**config.mk**
```make
export PLATFORM = sky130hd
export DESIGN_NAME = ecap_irq_unit
export DESIGN_NICKNAME = d
export VERILOG_FILES = /design/src/rtl/ecap_pkg.sv /design/src/rtl/ecap_sync.sv /design/src/rtl/ecap_bank.sv /design/src/rtl/ecap_regmap.sv /design/src/rtl/ecap_irq_unit.sv
export SDC_FILE = /design/constraint.sdc
export NUM_CORES = 1
export LEC_CHECK = 0
export BUFFER_PORTS_ARGS = -buffer_cell sky130_fd_sc_hd__buf_2
export CORE_MARGIN = 5
export CORE_UTILIZATION = 40
export DETAILED_ROUTE_END_ITERATION = 12
export PLACE_DENSITY = 0.66
export SLEW_MARGIN = 10
export SYNTH_ARGS = -nofsm -noshare
export SYNTH_HDL_FRONTEND = slang
export SYNTH_SLANG_ARGS = --single-unit
```
**constraint.sdc**
```tcl
create_clock -name clk -period 2.6 [get_ports clk]
set_input_delay 0.65 -clock clk [delete_from_list [all_inputs] [get_ports clk]]
set_output_delay 0.65 -clock clk [all_outputs]
set_load 0.03 [all_outputs]
```
**src/rtl/ecap_pkg.sv**
```systemverilog
package ecap_pkg;

   // fixed byte offsets inside the 16-byte window
   localparam logic [3:0] OFS_SUMMARY = 4'd6;
   localparam logic [3:0] OFS_PAGE    = 4'd7;
   localparam logic [3:0] OFS_BANK0   = 4'd8;

   // page register codes
   localparam logic [7:0] PAGE_CODE_EN  = 8'h80;
   localparam logic [7:0] PAGE_CODE_POL = 8'h40;
   localparam logic [7:0] PAGE_CODE_ID  = 8'hC0;

   typedef enum logic [1:0] {
      PG_NONE,
      PG_ENABLE,
      PG_POLARITY,
      PG_IDENT
   } page_fn_e;

   function automatic page_fn_e decode_page(input logic [7:0] code);
      page_fn_e fn;
      case (code)
         PAGE_CODE_EN:  fn = PG_ENABLE;
         PAGE_CODE_POL: fn = PG_POLARITY;
         PAGE_CODE_ID:  fn = PG_IDENT;
         default:       fn = PG_NONE;
      endcase
      return fn;
   endfunction

endpackage

```
**src/rtl/ecap_sync.sv**
```systemverilog
module ecap_sync #(
   parameter int WIDTH  = 24,
   parameter int STAGES = 2
) (
   input  logic             clk,
   input  logic             rst_n,
   input  logic [WIDTH-1:0] async_in,
   output logic [WIDTH-1:0] sync_out
);

   if (STAGES < 2) begin : g_bad_stages
      $error("ecap_sync: STAGES must be at least 2");
   end

   logic [STAGES-1:0][WIDTH-1:0] chain_q;

   always_ff @(posedge clk) begin
      if (!rst_n) begin
         chain_q <= '0;
      end else begin
         chain_q <= {chain_q[STAGES-2:0], async_in};
      end
   end

   assign sync_out = chain_q[STAGES-1];

endmodule

```
**src/rtl/ecap_bank.sv**
```systemverilog
module ecap_bank #(
   parameter int WIDTH = 8
) (
   input  logic             clk,
   input  logic             rst_n,
   input  logic [WIDTH-1:0] sync_in,
   input  logic             en_we,
   input  logic             pol_we,
   input  logic [WIDTH-1:0] wr_data,
   output logic [WIDTH-1:0] en_q,
   output logic [WIDTH-1:0] pol_q,
   output logic [WIDTH-1:0] pend_q
);

   logic [WIDTH-1:0] prev_q;
   logic [WIDTH-1:0] rise;
   logic [WIDTH-1:0] fall;
   logic [WIDTH-1:0] hit;
   logic [WIDTH-1:0] clr;

   assign rise = sync_in & ~prev_q;
   assign fall = ~sync_in & prev_q;
   // enable is sampled in the cycle the edge is seen
   assign hit  = en_q & ((pol_q & rise) | (~pol_q & fall));
   // a zero written into the enable mask drops the matching pending bit
   assign clr  = en_we ? ~wr_data : '0;

   always_ff @(posedge clk) begin
      if (!rst_n) begin
         prev_q <= '0;
         en_q   <= '0;
         pol_q  <= '0;
         pend_q <= '0;
      end else begin
         prev_q <= sync_in;
         if (en_we) begin
            en_q <= wr_data;
         end
         if (pol_we) begin
            pol_q <= wr_data;
         end
         // a fresh edge beats a simultaneous clear
         pend_q <= hit | (pend_q & ~clr);
      end
   end

endmodule

```
**src/rtl/ecap_regmap.sv**
```systemverilog
module ecap_regmap
   import ecap_pkg::*;
#(
   parameter int NB = 3,
   parameter int W  = 8
) (
   input  logic                clk,
   input  logic                rst_n,
   input  logic [3:0]          addr,
   input  logic                wr,
   input  logic [7:0]          wdata,
   input  logic [NB-1:0][W-1:0] en_q,
   input  logic [NB-1:0][W-1:0] pol_q,
   input  logic [NB-1:0][W-1:0] pend_q,
   output logic [NB-1:0]       en_we,
   output logic [NB-1:0]       pol_we,
   output logic [7:0]          rdata,
   output logic [7:0]          page_q
);

   if (W != 8) begin : g_bad_width
      $error("ecap_regmap: bank width must match the byte bus");
   end
   if (NB < 1 || NB > 8) begin : g_bad_banks
      $error("ecap_regmap: bank count must be 1..8 to fit the window");
   end

   page_fn_e      page_fn;
   logic [NB-1:0] sel;
   logic [NB-1:0] summary;

   always_ff @(posedge clk) begin
      if (!rst_n) begin
         page_q <= '0;
      end else if (wr && addr == OFS_PAGE) begin
         page_q <= wdata;
      end
   end

   assign page_fn = decode_page(page_q);

   always_comb begin
      for (int b = 0; b < NB; b++) begin
         sel[b]     = (addr == 4'(OFS_BANK0 + 4'(b)));
         en_we[b]   = wr && sel[b] && (page_fn == PG_ENABLE);
         pol_we[b]  = wr && sel[b] && (page_fn == PG_POLARITY);
         summary[b] = |pend_q[b];
      end
   end

   always_comb begin
      rdata = '0;
      if (addr == OFS_SUMMARY) begin
         rdata[NB-1:0] = summary;
      end else if (addr == OFS_PAGE) begin
         rdata = page_q;
      end else begin
         for (int b = 0; b < NB; b++) begin
            if (sel[b]) begin
               case (page_fn)
                  PG_ENABLE:   rdata = en_q[b];
                  PG_POLARITY: rdata = pol_q[b];
                  PG_IDENT:    rdata = pend_q[b];
                  default:     rdata = '0;
               endcase
            end
         end
      end
   end

endmodule

```
**src/rtl/ecap_irq_unit.sv**
```systemverilog
module ecap_irq_unit #(
   parameter int NUM_BANKS   = 3,
   parameter int BANK_W      = 8,
   parameter int SYNC_STAGES = 2
) (
   input  logic                        clk,
   input  logic                        rst_n,
   input  logic [3:0]                  bus_addr,
   input  logic                        bus_wr,
   input  logic [7:0]                  bus_wdata,
   output logic [7:0]                  bus_rdata,
   input  logic [NUM_BANKS*BANK_W-1:0] line_in,
   output logic                        irq
);

   localparam int LINES = NUM_BANKS * BANK_W;

   logic [LINES-1:0]                  line_sync;
   logic [NUM_BANKS-1:0][BANK_W-1:0]  en_all;
   logic [NUM_BANKS-1:0][BANK_W-1:0]  pol_all;
   logic [NUM_BANKS-1:0][BANK_W-1:0]  pend_all;
   logic [NUM_BANKS-1:0]              en_we;
   logic [NUM_BANKS-1:0]              pol_we;
   logic [7:0]                        page_cur;

   ecap_sync #(
      .WIDTH  (LINES),
      .STAGES (SYNC_STAGES)
   ) u_sync (
      .clk      (clk),
      .rst_n    (rst_n),
      .async_in (line_in),
      .sync_out (line_sync)
   );

   for (genvar b = 0; b < NUM_BANKS; b++) begin : g_bank
      ecap_bank #(
         .WIDTH (BANK_W)
      ) u_bank (
         .clk     (clk),
         .rst_n   (rst_n),
         .sync_in (line_sync[b*BANK_W +: BANK_W]),
         .en_we   (en_we[b]),
         .pol_we  (pol_we[b]),
         .wr_data (bus_wdata[BANK_W-1:0]),
         .en_q    (en_all[b]),
         .pol_q   (pol_all[b]),
         .pend_q  (pend_all[b])
      );
   end

   ecap_regmap #(
      .NB (NUM_BANKS),
      .W  (BANK_W)
   ) u_map (
      .clk    (clk),
      .rst_n  (rst_n),
      .addr   (bus_addr),
      .wr     (bus_wr),
      .wdata  (bus_wdata),
      .en_q   (en_all),
      .pol_q  (pol_all),
      .pend_q (pend_all),
      .en_we  (en_we),
      .pol_we (pol_we),
      .rdata  (bus_rdata),
      .page_q (page_cur)
   );

   assign irq = |pend_all;

endmodule

```
; ---- Word level (Yosys, flattened, before mapping)
; Cells that the tools add are included.
[totals]
register_bits = 152
inputBits = 39
output_inout_bits = 9
elab_cells = 90
[classes]
n_eq_ne = 11
reduce_logical = 14
muxes = 13
bitwise_logic = 37
[op_table]
columns = operator, count
row1 = 8-bit bitwise AND, 18
row2 = 8-bit inverter, 13
row3 = 8-bit one-hot mux with 3 select lines, 3
row4 = 8-bit two-way mux, 7
row5 = 8-bit bitwise OR, 6
row6 = 24-bit OR reduction, 1
row7 = 8-bit OR reduction, 3
row8 = "8-bit == test, second input constant", 2
row9 = "4-bit == test, second input constant", 3
row10 = 1-bit logical AND, 10
row11 = "4-bit by 3-bit == test with 1-bit output, second input constant", 2
row12 = "8-bit by 7-bit == test with 1-bit output, second input constant", 1
row13 = 2-bit one-hot mux with 3 select lines, 1
row14 = 5-bit two-way mux, 1
row15 = "2-bit == test, second input constant", 2
row16 = 3-bit two-way mux, 1
row17 = "2-bit by 1-bit == test with 1-bit output, second input constant", 1

; ---- Depth between registers and ports, before layout
[depth]
ltp_word = 9
depth_mapped = 7
mapped_depth_nobuf = 4

; ---- Modules after synthesis
; From an unflattened synthesis, not the netlist that was laid out.
[hier_totals]
hier_cells = 660
hier_area_um2 = 6663.9
[by_module_without_submodules]
columns = mod, seq_area_each_um2, cells_each, area_per_inst_um2, instances
row1 = ecap_bank, 640.6, 118, 1265.0, 3
row2 = ecap_sync, 960.9, 125, 1511.4, 1
row3 = ecap_regmap, 160.2, 173, 1306.3, 1
row4 = ecap_irq_unit, 0.0, 8, 51.3, 1

; ---- Worst setup path before layout
; Ideal clock, no wire load.
[synth_path]
path_kind = input port to output port
start = in bus_addr[0]
end = out bus_rdata[3]
arrival_ns = 2.151
setup_slack_ns = -0.201
n_path_buf = 2
required_ns = 1.950
cell_stages = 5
path_cell_list = clkbuf_1 clkbuf_1 a41o_1 a2bb2oi_1 o31ai_1
[synth_via]
elab_chain_len = 6
elab_cells_between_ends = 10
classes_between = eq/ne (5) / mux (5)
[synth_lines]
columns = element, line
row1 = from (decl), ecap_irq_unit.sv:8  ; input logic [3:0] bus_addr,
row2 = 4-bit == test, ecap_regmap.sv:44  ; sel[b] = (addr == 4'(OFS_BANK0 + 4'(b)));
row3 = 8-bit two-way mux (3 in a row), ecap_regmap.sv:59  ; if (sel[b]) begin
row4 = 8-bit two-way mux, ecap_regmap.sv:55  ; end else if (addr == OFS_PAGE) begin
row5 = 5-bit two-way mux *, ecap_regmap.sv:53  ; if (addr == OFS_SUMMARY) begin
row6 = to (decl), ecap_irq_unit.sv:11  ; output logic [7:0] bus_rdata,
; Mark *: on every way between the ends. The rest lies on a longest branch, timed or not.

; ---- Worst setup path after layout
[layout_path]
start = reg u_map.page_q[7]
end = out bus_rdata[2]
[layout_via]
elab_chain_len = 9
elab_cells_between_ends = 15
classes_between = eq/ne (6) / mux (9)
[layout_lines]
columns = element, line
row1 = from (decl), ecap_regmap.sv:18  ; output logic [7:0] page_q
row2 = from (signal assigned), ecap_regmap.sv:36  ; page_q <= wdata;
row3 = 8-bit == test or 8-bit by 7-bit == test with 1-bit output (tied branches), ecap_pkg.sv:22  ; case (code)
row4 = 2-bit one-hot mux with 3 select lines *, ecap_pkg.sv:22
row5 = 2-bit == test or 2-bit by 1-bit == test with 1-bit output (tied branches), ecap_regmap.sv:60  ; case (page_fn)
row6 = 8-bit one-hot mux with 3 select lines, ecap_regmap.sv:60
row7 = 8-bit two-way mux (2 in a row), ecap_regmap.sv:59
row8 = 8-bit two-way mux *, ecap_regmap.sv:59
row9 = 8-bit two-way mux *, ecap_regmap.sv:55
row10 = 3-bit two-way mux *, ecap_regmap.sv:53
; Marked as above.

==> results.sh <==
export IMPL_max_slew_margin_pct=60.65
export IMPL_die_x_um=136.9
export IMPL_critPathBufInv=2
export IMPL_worstSetupStartpoint="u_map.page_q[7]$_SDFFE_PN0P_"
export IMPL_initial_utilization_pct=40.71
export IMPL_cp_end_kind="output port"
export IMPL_row_count=46
export IMPL_critPathKind="reg2out"
export IMPL_clk_pin_slew_ps=60
export IMPL_async_flop_share_pct=0
export IMPL_ys_types=44
export IMPL_yosysWarnings=0
export IMPL_h_tree_depth=4
export IMPL_crit_fanout=6
export IMPL_syn_area_sq_mm=0.006444
export IMPL_worst_pin_slew_ps=588.8
export IMPL_ant_nets=0
export IMPL_clk_latency_ps=420
export IMPL_pre_cts_ws_ps=-165.4
export IMPL_cts_hold_buffers=0
export IMPL_place_hpwl_um=10900
export IMPL_drt_pass1_iterations=5
export IMPL_rr_startpoint="u_map.page_q[7]$_SDFFE_PN0P_"
export IMPL_io_pins=48
export IMPL_drive_gt1_share_pct=20.83
export IMPL_drcViolationCount=0
export IMPL_area_growth_pct=24.00
export IMPL_overflow=0
export IMPL_fin_util_pct=50.48
export IMPL_antenna_found_initial=1
export IMPL_cts_buffers_inserted=17
export IMPL_crit_arrival_ps=2180
export IMPL_clock_path_buffers=2
export IMPL_period_share_pct=108.9
export IMPL_fmax_ghz=0.3533
export IMPL_core_region_area_sq_mm=0.01583
export IMPL_viasPerCell=5.324
export IMPL_p_leak_uw=0.003261
export IMPL_min_from="line_in[13]"
export IMPL_crit_family="compound AO/OA/AOI/OAI gates"
export IMPL_cp_required_ps=1950
export IMPL_gp_congestion=0.9300
export IMPL_slew_viol_final=0
export IMPL_finClkSkew_ps=5.928
export IMPL_synth_edf_count=0
export IMPL_placed_cell_area_sq_mm=0.007032
export IMPL_diodes=0
export IMPL_drt_wl_total_um=16070
export IMPL_grt_pass1_wl_um=26340
export IMPL_synth_nets=719
export IMPL_grtUsageTotal_pct=18.13
export IMPL_worst_path_largest_cell_delay_ps=430
export IMPL_status="complete, but fails checks"
export IMPL_clock_sinks=152
export IMPL_grt_max_degree=75
export IMPL_ir_drop_mv=0.4643
export IMPL_final_area_sq_mm=0.007990
export IMPL_crit_chain="buf_12, mux2_4, a221oi_4, nor3_1, a221o_1, buf_6"
export IMPL_syn_inst=680
export IMPL_setup_ws_ps=-230.4
export IMPL_die_area_sq_mm=0.01875
export IMPL_min_period_ps=2830
export IMPL_die_h_um=136.9
export IMPL_rsz0062_at_grt="yes"
export IMPL_drtIter0Drc=321
export IMPL_violations="setup timing"
export IMPL_port_buffers=47
export IMPL_power_density_mw_per_mm2=628.6
export IMPL_syn_avg_cell_area_sq_um=9.476
export IMPL_ys_seq_area_share_pct=47.22
export IMPL_cts_tree="yes"
export IMPL_finalHoldViolations=0
export IMPL_cp_slowest_cell="dfxtp_4"
export IMPL_n_fill_cell=1416
export IMPL_cts_root_buffer="clkbuf_16"
export IMPL_fin_nets=775
export IMPL_num_vias=5138
export IMPL_finalSetupViolCount=8
export IMPL_cp_start_kind="register"
export IMPL_grt_pass1_vias=5149
export IMPL_max_cap_violations=0
export IMPL_hold_path_class="in2reg"
export IMPL_synth_ff_type="dfxtp_1"
export IMPL_ys_ff_latch=152
export IMPL_routedWlPerCell_um=16.66
[flip-flops by register name, summed over array words and instances (netlist names)]
name and flops:
g_bank.u_bank.pol_q 24, g_bank.u_bank.pend_q 24, u_sync.sync_out 24, u_map.page_q 8, g_bank.u_bank.prev_q 24, g_bank.u_bank.en_q 24
u_sync.chain_q 24
[layout make-up]
type	instances	area (sq um)	share of cell area [%]
tap	216	270.3	3.382
clock buffer	21	450.4	5.637
inverter	2	8.758	0.1096
clock inverter	11	125.1	1.566
sequential	152	3048	38.15
multi-input combinational	481	3431	42.94
timing repair buffer	82	656.9	8.221
[stage by stage]
step / total power [uW] / hold slack [ps] / setup TNS (ps) / instances
after global placement: 2668 / 415.0 / -514.0 / 926
after global routing: 5211 / 413.1 / -2092 / 965
after CTS: 5071 / 406.7 / -1462 / 965
final: 5023 / 428.2 / -1559 / 965
after detailed placement: 2676 / 416.9 / -657.1 / 926
after floorplan: 2580 / 411.9 / 0 / 680
[kinds of logic (layout without fill, tap and decap cells)]
family                 after synthesis  in the layout  synth area share (%)
AO/OA/AOI/OAI                      130            130                 13.65
buffers and inverters               47            116                 2.952
multiplexers                        68             68                 10.80
flip-flops                         152            152                 47.22
AND/OR/NAND/NOR                    283            283                 25.38
[report_power, final]
part           switching, uW  internal (uW)
registers               20.8           2380
logic                    137            110
clock network            942           1440
[worst paths after layout]
check	end	slack [ps]	cells after the start
worst max register to register	g_bank[1].u_bank.pend_q[2]$_SDFF_PN0_	600	5
worst max-delay path	bus_rdata[2]	-230	6
worst min register to register	u_sync.sync_out[8]$_SDFF_PN0_	430	1
worst min-delay path	u_sync.chain_q[13]$_SDFF_PN0_	430	2
[cells in the mapped netlist, drive strengths merged (2+ instances only)]
library cell	instances	area share, %
a21boi	32	3.7
a21o	3	0.35
a21oi	6	0.47
a221o	6	0.93
a221oi	11	1.5
a2bb2oi	3	0.41
a32oi	3	0.41
a41o	3	0.47
and2	72	7.0
and3b	3	0.41
and4b	3	0.47
buf	13	0.97
clkbuf	32	1.9
clkinv	2	0.12
dfxtp	152	47
mux2	12	2.1
mux2i	56	8.7
nand2	69	4.0
nand3	9	0.70
nand4	6	1.1
nor2	34	2.1
nor2b	38	3.7
nor3	5	0.56
nor3b	25	2.9
nor4	8	1.0
nor4bb	3	0.47
o21ai	49	3.8
o31ai	11	1.3
or3	3	0.29
[metal layers]
metal | track usage [%] | share of wire [%] | vias to the layer above
met4 | 8.925 | 2.8 | 2
met2 | 28.37 | 46 | 142
met5 | 0 | 0.068 | -
met1 | 22.90 | 44 | 2455
li1 | - | - | 2500
met3 | 5.184 | 6.6 | 39
[cell usage in the layout, fill, tap and decap left out, drive strengths merged, types with 8 or more instances in the layout]
cell and instances:
dfxtp 152, buf 81, and2 72, nand2 69, mux2i 56, o21ai 49
nor2b 38, nor2 34, a21boi 32, nor3b 25, clkbuf 21, mux2 12
o31ai 11, a221oi 11, nand3 9, clkinv 9, nor4 8
[what timing repair did]
action                     4_1_cts  5_1_grt
buffers inserted                 5        0
pin swaps                       15        6
cloned                           2        0
setup endpoints to repair        9        9
gates resized for setup         51        8
Power figures use the tool's default switching activity.
